## config.mk

```make
export PLATFORM = sky130hd
export DESIGN_NAME = bitserial_mac
export DESIGN_NICKNAME = d
export VERILOG_FILES = /design/src/rtl/bsmac_pkg.sv /design/src/rtl/bsmac_ctrl.sv /design/src/rtl/bsmac_dp.sv /design/src/rtl/bitserial_mac.sv
export SDC_FILE = /design/constraint.sdc
export NUM_CORES = 2
export LEC_CHECK = 0
export BUFFER_PORTS_ARGS = -buffer_cell sky130_fd_sc_hd__buf_2
export CORE_MARGIN = 2
export CORE_UTILIZATION = 25
export CTS_BUF_LIST = sky130_fd_sc_hd__clkbuf_4
export CTS_CLUSTER_SIZE = 8
export DETAILED_ROUTE_END_ITERATION = 6
export GPL_ROUTABILITY_DRIVEN = 0
export HOLD_SLACK_MARGIN = 0.08
export SETUP_SLACK_MARGIN = 0.1
export SLEW_MARGIN = 40
export SYNTH_ARGS = -nofsm -noshare
export SYNTH_HDL_FRONTEND = slang
export SYNTH_SLANG_ARGS = --single-unit
```

## constraint.sdc

```tcl
create_clock -name clk -period 10.48 [get_ports clk]
set_input_delay 1.572 -clock clk [delete_from_list [all_inputs] [get_ports clk]]
set_output_delay 1.572 -clock clk [all_outputs]
set_load 0.005 [all_outputs]
```

## src/rtl/bsmac_pkg.sv

```systemverilog
package bsmac_pkg;

  // Strobes from the sequencer to the datapath.
  typedef struct packed {
    logic load;   // capture operands, clear accumulator
    logic step;   // consume one weight bit
    logic neg;    // current bit is the sign position: subtract
  } macStrobe_t;

endpackage

```

## src/rtl/bsmac_ctrl.sv

```systemverilog
module bsmac_ctrl
  import bsmac_pkg::*;
#(
  parameter int WBITS = 8,
  localparam int CW = (WBITS > 1) ? $clog2(WBITS) : 1
) (
  input  logic          clk,
  input  logic          rst_n,
  input  logic          start,
  output macStrobe_t    strb,
  output logic [CW-1:0] bitPos,
  output logic          done
);

  localparam logic [CW-1:0] LASTPOS = CW'(WBITS - 1);

  logic busy;
  logic [CW-1:0] cnt;

  always_ff @(posedge clk or negedge rst_n) begin
    if (!rst_n) begin
      busy <= 1'b0;
      cnt  <= '0;
      done <= 1'b0;
    end else if (start) begin
      busy <= 1'b1;
      cnt  <= '0;
      done <= 1'b0;
    end else if (busy) begin
      if (cnt == LASTPOS) begin
        busy <= 1'b0;
        cnt  <= '0;
        done <= 1'b1;
      end else begin
        cnt <= cnt + 1'b1;
      end
    end
  end

  always_comb begin
    strb.load = start;
    strb.step = busy && !start;
    strb.neg  = (cnt == LASTPOS);
    bitPos    = cnt;
  end

  AST_START_LOWERS_DONE: assert property (@(posedge clk) disable iff (!rst_n)
    start |=> !done);

endmodule

```

## src/rtl/bsmac_dp.sv

```systemverilog
module bsmac_dp
  import bsmac_pkg::*;
#(
  parameter int PAIRS = 36,
  parameter int WBITS = 8,
  parameter int ABITS = 8,
  localparam int CW   = (WBITS > 1) ? $clog2(WBITS) : 1,
  localparam int LOGP = $clog2(PAIRS),
  localparam int SUMW = ABITS + LOGP,
  localparam int OUTW = ABITS + WBITS + LOGP,
  localparam int PAD  = 1 << LOGP,
  localparam int NODES = 2 * PAD - 1
) (
  input  logic                          clk,
  input  logic                          rst_n,
  input  macStrobe_t                    strb,
  input  logic [CW-1:0]                 bitPos,
  input  logic [PAIRS-1:0][WBITS-1:0]   wIn,
  input  logic [PAIRS-1:0][ABITS-1:0]   aIn,
  output logic [OUTW-1:0]               sop
);

  logic [PAIRS-1:0][WBITS-1:0] wShift;
  logic [PAIRS-1:0][ABITS-1:0] aHold;
  logic [NODES-1:0][SUMW-1:0]  node;
  logic [OUTW-1:0]             treeExt;
  logic [OUTW-1:0]             shifted;
  logic [OUTW-1:0]             acc;

  // Per-pair operand registers and gated leaves.
  for (genvar i = 0; i < PAIRS; i++) begin : g_pair
    always_ff @(posedge clk or negedge rst_n) begin
      if (!rst_n) begin
        wShift[i] <= '0;
        aHold[i]  <= '0;
      end else if (strb.load) begin
        wShift[i] <= wIn[i];
        aHold[i]  <= aIn[i];
      end else if (strb.step) begin
        wShift[i] <= {1'b0, wShift[i][WBITS-1:1]};
      end
    end

    assign node[PAD-1+i] = wShift[i][0]
                         ? {{LOGP{aHold[i][ABITS-1]}}, aHold[i]}
                         : '0;
  end

  // Unused leaves of the padded tree.
  for (genvar j = PAIRS; j < PAD; j++) begin : g_padLeaf
    assign node[PAD-1+j] = '0;
  end

  // Binary adder tree, node k sums its two children.
  for (genvar k = 0; k < PAD - 1; k++) begin : g_tree
    assign node[k] = node[2*k+1] + node[2*k+2];
  end

  // One shared shifter applied to the tree total.
  always_comb begin
    treeExt = {{(OUTW-SUMW){node[0][SUMW-1]}}, node[0]};
    shifted = treeExt << bitPos;
  end

  always_ff @(posedge clk or negedge rst_n) begin
    if (!rst_n) begin
      acc <= '0;
    end else if (strb.load) begin
      acc <= '0;
    end else if (strb.step) begin
      acc <= strb.neg ? (acc - shifted) : (acc + shifted);
    end
  end

  assign sop = acc;

  AST_STROBE_EXCLUSIVE: assert property (@(posedge clk) disable iff (!rst_n)
    $onehot0({strb.load, strb.step}));

  AST_LOAD_CLEARS_ACC: assert property (@(posedge clk) disable iff (!rst_n)
    strb.load |=> (sop == '0));

endmodule

```

## src/rtl/bitserial_mac.sv

```systemverilog
module bitserial_mac
  import bsmac_pkg::*;
#(
  parameter int PAIRS = 36,
  parameter int WBITS = 8,
  parameter int ABITS = 8,
  localparam int CW   = (WBITS > 1) ? $clog2(WBITS) : 1,
  localparam int OUTW = ABITS + WBITS + $clog2(PAIRS)
) (
  input  logic                        clk,
  input  logic                        rst_n,
  input  logic                        start,
  input  logic [PAIRS-1:0][WBITS-1:0] wIn,
  input  logic [PAIRS-1:0][ABITS-1:0] aIn,
  output logic                        done,
  output logic [OUTW-1:0]             sop
);

  macStrobe_t    strb;
  logic [CW-1:0] bitPos;

  bsmac_ctrl #(.WBITS(WBITS)) u_ctrl (
    .clk    (clk),
    .rst_n  (rst_n),
    .start  (start),
    .strb   (strb),
    .bitPos (bitPos),
    .done   (done)
  );

  bsmac_dp #(.PAIRS(PAIRS), .WBITS(WBITS), .ABITS(ABITS)) u_dp (
    .clk    (clk),
    .rst_n  (rst_n),
    .strb   (strb),
    .bitPos (bitPos),
    .wIn    (wIn),
    .aIn    (aIn),
    .sop    (sop)
  );

  AST_DONE_HOLD: assert property (@(posedge clk) disable iff (!rst_n)
    (done && !start) |=> done);

  AST_SOP_STABLE: assert property (@(posedge clk) disable iff (!rst_n)
    (done && !start) |=> $stable(sop));

  AST_IDLE_WHEN_DONE: assert property (@(posedge clk) disable iff (!rst_n)
    done |-> !strb.step);

endmodule

```

Yosys cells after proc, flatten, opt, wreduce, memory -nomap -nowiden:

Cells that the tools add are included.

* $add $sub $neg: 38
* eq/ne operators: 1
* shift-type cells: 1
* multiplexer cells: 120
* reductions and logical operators: 6

Operator list (count)
* 8-bit 2-to-1 mux: 72
* 14-bit 2-to-1 mux: 36
* 14-bit adder: 35
* 22-bit 2-to-1 mux: 3
* 22-bit adder: 1
* 22-bit by 3-bit << shifter with 22-bit output: 1
* 22-bit subtractor: 1
* 3-bit 2-to-1 mux: 3
* 1-bit 2-to-1 mux: 6
* 2-bit nonzero test: 3
* 3-bit by 1-bit adder with 3-bit output, second input constant: 1
* 3-bit == test, second input constant: 1
* 2-bit AND reduction: 1
* 1-bit logical AND: 1
* 1-bit zero test: 1

* bits in registers: 603
* input port bits: 579
* output and inout port bits: 23
* word-level logic and storage cells: 242

Longest topological paths before layout:

* depth in word-level cells: 12
* depth in mapped cells: 40
* gate-level depth less buffers: 37

Cells and area by module:

A second synthesis with hierarchy kept.

* cells, all modules: 3242
* area total of the unflattened synthesis: 36147.2 sq um

Modules (own cells, without submodules)
* bsmac_dp: times used 1, cells each 3221, area an instance 35904.4 sq um, sequential area each 14964.4 sq um
* bsmac_ctrl: times used 1, cells each 21, area an instance 242.7 sq um, sequential area each 125.1 sq um

Worst setup path after synthesis:

Ideal clock, no wire load.

* path type: flip-flop to flip-flop
* from: register u_dp.wShift[280] (netlist name)
* to: register u_dp.acc[20], in the netlist u_dp.sop[20]
* setup time: 0.126 ns
* data arrival time: 9.151 ns
* required time: 10.354 ns
* path slack: 1.203 ns
* stages on the path, launching flop included: 34
* path buffers: 1
* period minus slack after synthesis: 9.277 ns
* cells stage by stage: dfrtp_1 > clkbuf_1 > nand2_1 > fa_1 > fa_1 > inv_1 > fa_1 > inv_1 > fa_1 > fa_1 > inv_1 > fa_1 > fa_1 > inv_1 > fa_1 > inv_1 > ha_1 > fa_1 > a21oi_1 > nor3b_1 > or4_1 > a41o_1 > a21oi_1 > o41ai_2 > a31oi_1 > xor2_1 > ha_1 > a21o_1 > a21o_1 > a21o_1 > or3_1 > a211oi_1 > o31ai_1 > a221o_1

* cells in the longest elaborated chain, start to end: 9
* elaborated cells on any way between the ends: 10
* those cells by class: add/sub (5); shift (1); mux (4)

Ends and longest elaborated chain
* from (decl): line bsmac_dp.sv:23 `logic [PAIRS-1:0][WBITS-1:0] wShift;`
* from (signal, indexed assignment): line bsmac_dp.sv:37 `wShift[i] <= wIn[i];`
* from (signal, indexed assignment): line bsmac_dp.sv:40 `wShift[i] <= {1'b0, wShift[i][WBITS-1:1]};`
* 14-bit 2-to-1 mux *: line bsmac_dp.sv:45 `? {{LOGP{aHold[i][ABITS-1]}}, aHold[i]}`
* 14-bit adder * (3 in series): line bsmac_dp.sv:56 `assign node[k] = node[2*k+1] + node[2*k+2];`
* 22-bit by 3-bit << shifter with 22-bit output *: line bsmac_dp.sv:62 `shifted = treeExt << bitPos;`
* 22-bit adder / 22-bit subtractor (equally long branches): line bsmac_dp.sv:71 `acc <= strb.neg ? (acc - shifted) : (acc + shifted);`
* 22-bit 2-to-1 mux *: line bsmac_dp.sv:71
* 22-bit 2-to-1 mux *: line bsmac_dp.sv:70 `end else if (strb.step) begin`
* 22-bit 2-to-1 mux *: line bsmac_dp.sv:68 `end else if (strb.load) begin`
* to (signal assigned): line bsmac_dp.sv:71
* to (decl): line bsmac_dp.sv:28 `logic [OUTW-1:0] acc;`

Mark *: on every way between the ends. The rest lies on a longest branch, timed or not. The select of a mux whose other input is x is not followed.
A chain may end at the register's enable or synchronous reset.

Worst setup path after layout:

* from: register u_dp.wShift[160] (netlist name)
* to: register u_dp.acc[20], in the netlist u_dp.sop[20]

* cells in the longest elaborated chain, start to end: 12
* elaborated cells on any way between the ends: 13
* those cells by class: add/sub (8); shift (1); mux (4)

Ends and longest elaborated chain (line)
* 14-bit 2-to-1 mux *: bsmac_dp.sv:45
* 14-bit adder * (6 in series): bsmac_dp.sv:56
* 22-bit by 3-bit << shifter with 22-bit output *: bsmac_dp.sv:62
* 22-bit adder / 22-bit subtractor (equally long branches): bsmac_dp.sv:71
* 22-bit 2-to-1 mux *: bsmac_dp.sv:71
* 22-bit 2-to-1 mux *: bsmac_dp.sv:70
* 22-bit 2-to-1 mux *: bsmac_dp.sv:68

Marks and branches as above.

==> summary.txt <==
Routing
  – DRC viols: 0
  – DR vias: 26500
  – Vias per cell: around 4.4
  – 1st-pass router iterations: 5
  – Remaining antenna violation count: 0
  – Iteration-0 DRC Markers: 1526
  – WL/cell: 19.9 um
  – Final wirelength: 120000 um

Floorplanning
  – Core outline area: 144000 um2
  – Starting Density: 25.2%
  – Die W: 385 um
  – Top-Level Pins: 602
  – FP Rows: 139
  – Die ar.: ~150000 um2
  – Die Ht: around 380 um

CTS
  – Clock Latency Late Sink: 1.19 ns
  – CTS Root Cell: clkbuf_4
  – Max clock buf depth: 3
  – Clock sinks: 603
  – Cts bufs inserted: 179
  – Cts hold-fix bufs: 0
  – Clk slew on worst S/H paths: 0.07 ns
  – CTS tree: yes
  – H-tree depth: 4

Cells and area
  – Nets: 4873
  – # fillers: 15000
  – Highest-count cells in the layout ignoring fill and taps: buf_2, dfrtp_1, nand2_1
  – Area growth syn-to-layout: 20.9%
  – Commonest non-fill, non-tap cell in the layout: buf_2
  – Share of post-route cells with drive strength above 1: between 30% and 40%

Worst setup path
  – Largest stage delay on the critical path: around 0.65 ns
  – Startpoint Class: flop
  – Crit path kind: flop to flop
  – Most used cell, CP: fa_1
  – Maximum net fanout on the critical path: 9
  – CP endpoint kind: flop
  – Worst Path Arrival: around 11 ns
  – Worst path slowest cell: fa_2
  – Required time worst endpoint: 11.54 ns
  – R2R depth: 31

STA
  – Relative slew slack: 46.3%
  – Final setup violation count: 0
  – Slew Viols, Final: 0
  – Final period util: a little over nine tenths
  – Fmax: 101 MHz
  – Setup tns final: 0 ns
  – Final Hold Viols: 0
  – Final Skew: ~0.078 ns
  – Unrepaired setup endpoints after global routing: no
  – Hold slack: 0.369 ns
  – Post-route minimum period: 9.90 ns
  – Slew @ Worst Pin: 0.805 ns

Synthesis
  – Synthesis-stage register bit count: 603
  – FFs w/ async S/R, synth: 100%
  – Post-synth cell types: 84
  – Post-synth top area share: 41.6%
  – YS warnings: 0
  – Area contributors post-synth: dfrtp_1, fa_1, mux2_2, mux2i_1, nand2_1
  – Post-Syn Instances: 3303
  – Top cell type by total area after synthesis: dfrtp_1
  – Syn Area/Cell: 11.0 um2
  – Number of flops mapped to enable cells by yosys: 0
  – Cell Area, Synth: between 30000 and 40000 um2
  – Main synth FF type: dfrtp_1
  – Post-Syn Nets: 4232
  – Post-synthesis sequential area ratio: 41.6%

Global routing
  – Number of global-route vias before repair: roughly 28000
  – Initial antenna violation count: 92
  – GRT overflow: 0
  – Total track usage: 16.2%
  – Largest net degree at the start of global routing: 194
  – First-pass GRT wire length: 176000 um

Min path
  – Hold/Removal Path Class: input pin to asynchronous set/reset pin

Outcome
  – Status: finished, final reports clean

Place
  – IO buf count: 601
  – Post-DP HPWL: roughly 94000 um

Flow run
  – Max-cap violations: 0
## routing by layer
| layer | share of wire (%) | global-route usage [%] | up-vias |
|---|---|---|---|
| met4 | 3.7 | 7.19 | 80 |
| met5 | 0.42 | 0 | - |
| met2 | 47 | 25.8 | 756 |
| li1 | - | - | 12400 |
| met1 | 41 | 19.5 | 13000 |
| met3 | 7.9 | 5.97 | 293 |
## synthesized netlist by cell type (4+ instances only)
cell type,instances
dfrtp_1,603
nand2_1,497
o21ai_0,324
fa_1,298
inv_1,295
mux2_2,288
mux2i_1,268
and2_1,167
clkbuf_1,140
nor2_1,55
ha_1,52
a21oi_1,47
xnor2_1,27
nand3_1,21
a211oi_1,17
buf_1,17
o21a_1,14
a21o_1,12
nor3_1,12
xor2_1,12
a31oi_1,10
o31ai_1,10
clkbuf_8,7
nor2b_1,7
nor4_1,5
o41ai_1,5
nand4_1,4
o211ai_1,4
## final cells by class
cell class | count | area [um2] | share of cell area (%)
Antenna cell | 40 | 100 | 0.228
Clock buffer | 257 | 1930 | 4.40
Clock inverter | 64 | 415 | 0.947
Inverter | 297 | 1120 | 2.55
Multi-Input combinational cell | 2234 | 19400 | 44.3
Sequential cell | 603 | 15100 | 34.4
Tap cell | 1903 | 2380 | 5.43
Timing Repair Buffer | 629 | 3380 | 7.70
## per-stage QoR
stage	instance area, um2	cells	worst slack, ns	util, %
after detailed placement	41300	5663	0.184	28.7
after floorplan	36300	3303	1.20	-
after global routing	43800	6016	0.0657	30.5
after CTS	43600	5984	0.163	30.3
after global placement	41200	5660	0.276	28.6
final	43800	6027	0.582	30.5
## sequential cells by signal (all words and copies together) (netlist names)
register       cells
u_dp.sop          22
u_ctrl.busy        1
u_ctrl.bitPos      3
u_dp.aHold       288
u_dp.wShift      288
u_ctrl.done        1
## cell families (layout without fill, tap and decap cells)
group                    count (synthesis)  after routing  share of synthesized area, %
flip-flops                             603            603                          41.6
XOR/XNOR                                40             40                         0.986
AND/OR/NAND/NOR                        796            796                          9.88
adder cells (fa/ha/maj)                350            350                          18.2
AO/OA/AOI/OAI                          491            491                          7.83
buffers and inverters                  466           1247                          5.07
multiplexers                           557            557                          16.4
other                                    0             40                             0
## worst max-delay path: cells and delay by family (launching register included)
family / cells / cell delay, ns
simple gates: 4 / 1.14
buf+inv: 4 / 0.27
compound gates: 11 / 2.47
xor+xnor: 1 / 0.18
flops: 1 / 0.49
fa+ha+maj: 11 / 5.28
## path summary, 6_finish.rpt
check | start | to | slack [ns]
min in group clk | u_ctrl.done$_DFFE_PN0P_ | u_ctrl.done$_DFFE_PN0P_ | 0.49
max | u_dp.wShift[160]$_DFFE_PN0P_ | u_dp.sop[20]$_DFFE_PN0P_ | 0.58
max in group asynchronous | rst_n | u_dp.wShift[118]$_DFFE_PN0P_ | 8.13
min | rst_n | u_dp.wShift[259]$_DFFE_PN0P_ | 0.37
max reg2reg | u_dp.wShift[160]$_DFFE_PN0P_ | u_dp.sop[20]$_DFFE_PN0P_ | 0.58
min reg2reg | u_ctrl.done$_DFFE_PN0P_ | u_ctrl.done$_DFFE_PN0P_ | 0.49
## repair_timing
| item | in CTS | in global routing |
|---|---|---|
| endpoints found under the setup margin | 0 | 5 |
| resized for setup | 0 | 26 |
| setup buffers | 0 | 2 |
Power is left out: the tool's default activity adds up to more than one toggle a clock period on the data nets, which glitch-free logic cannot reach.
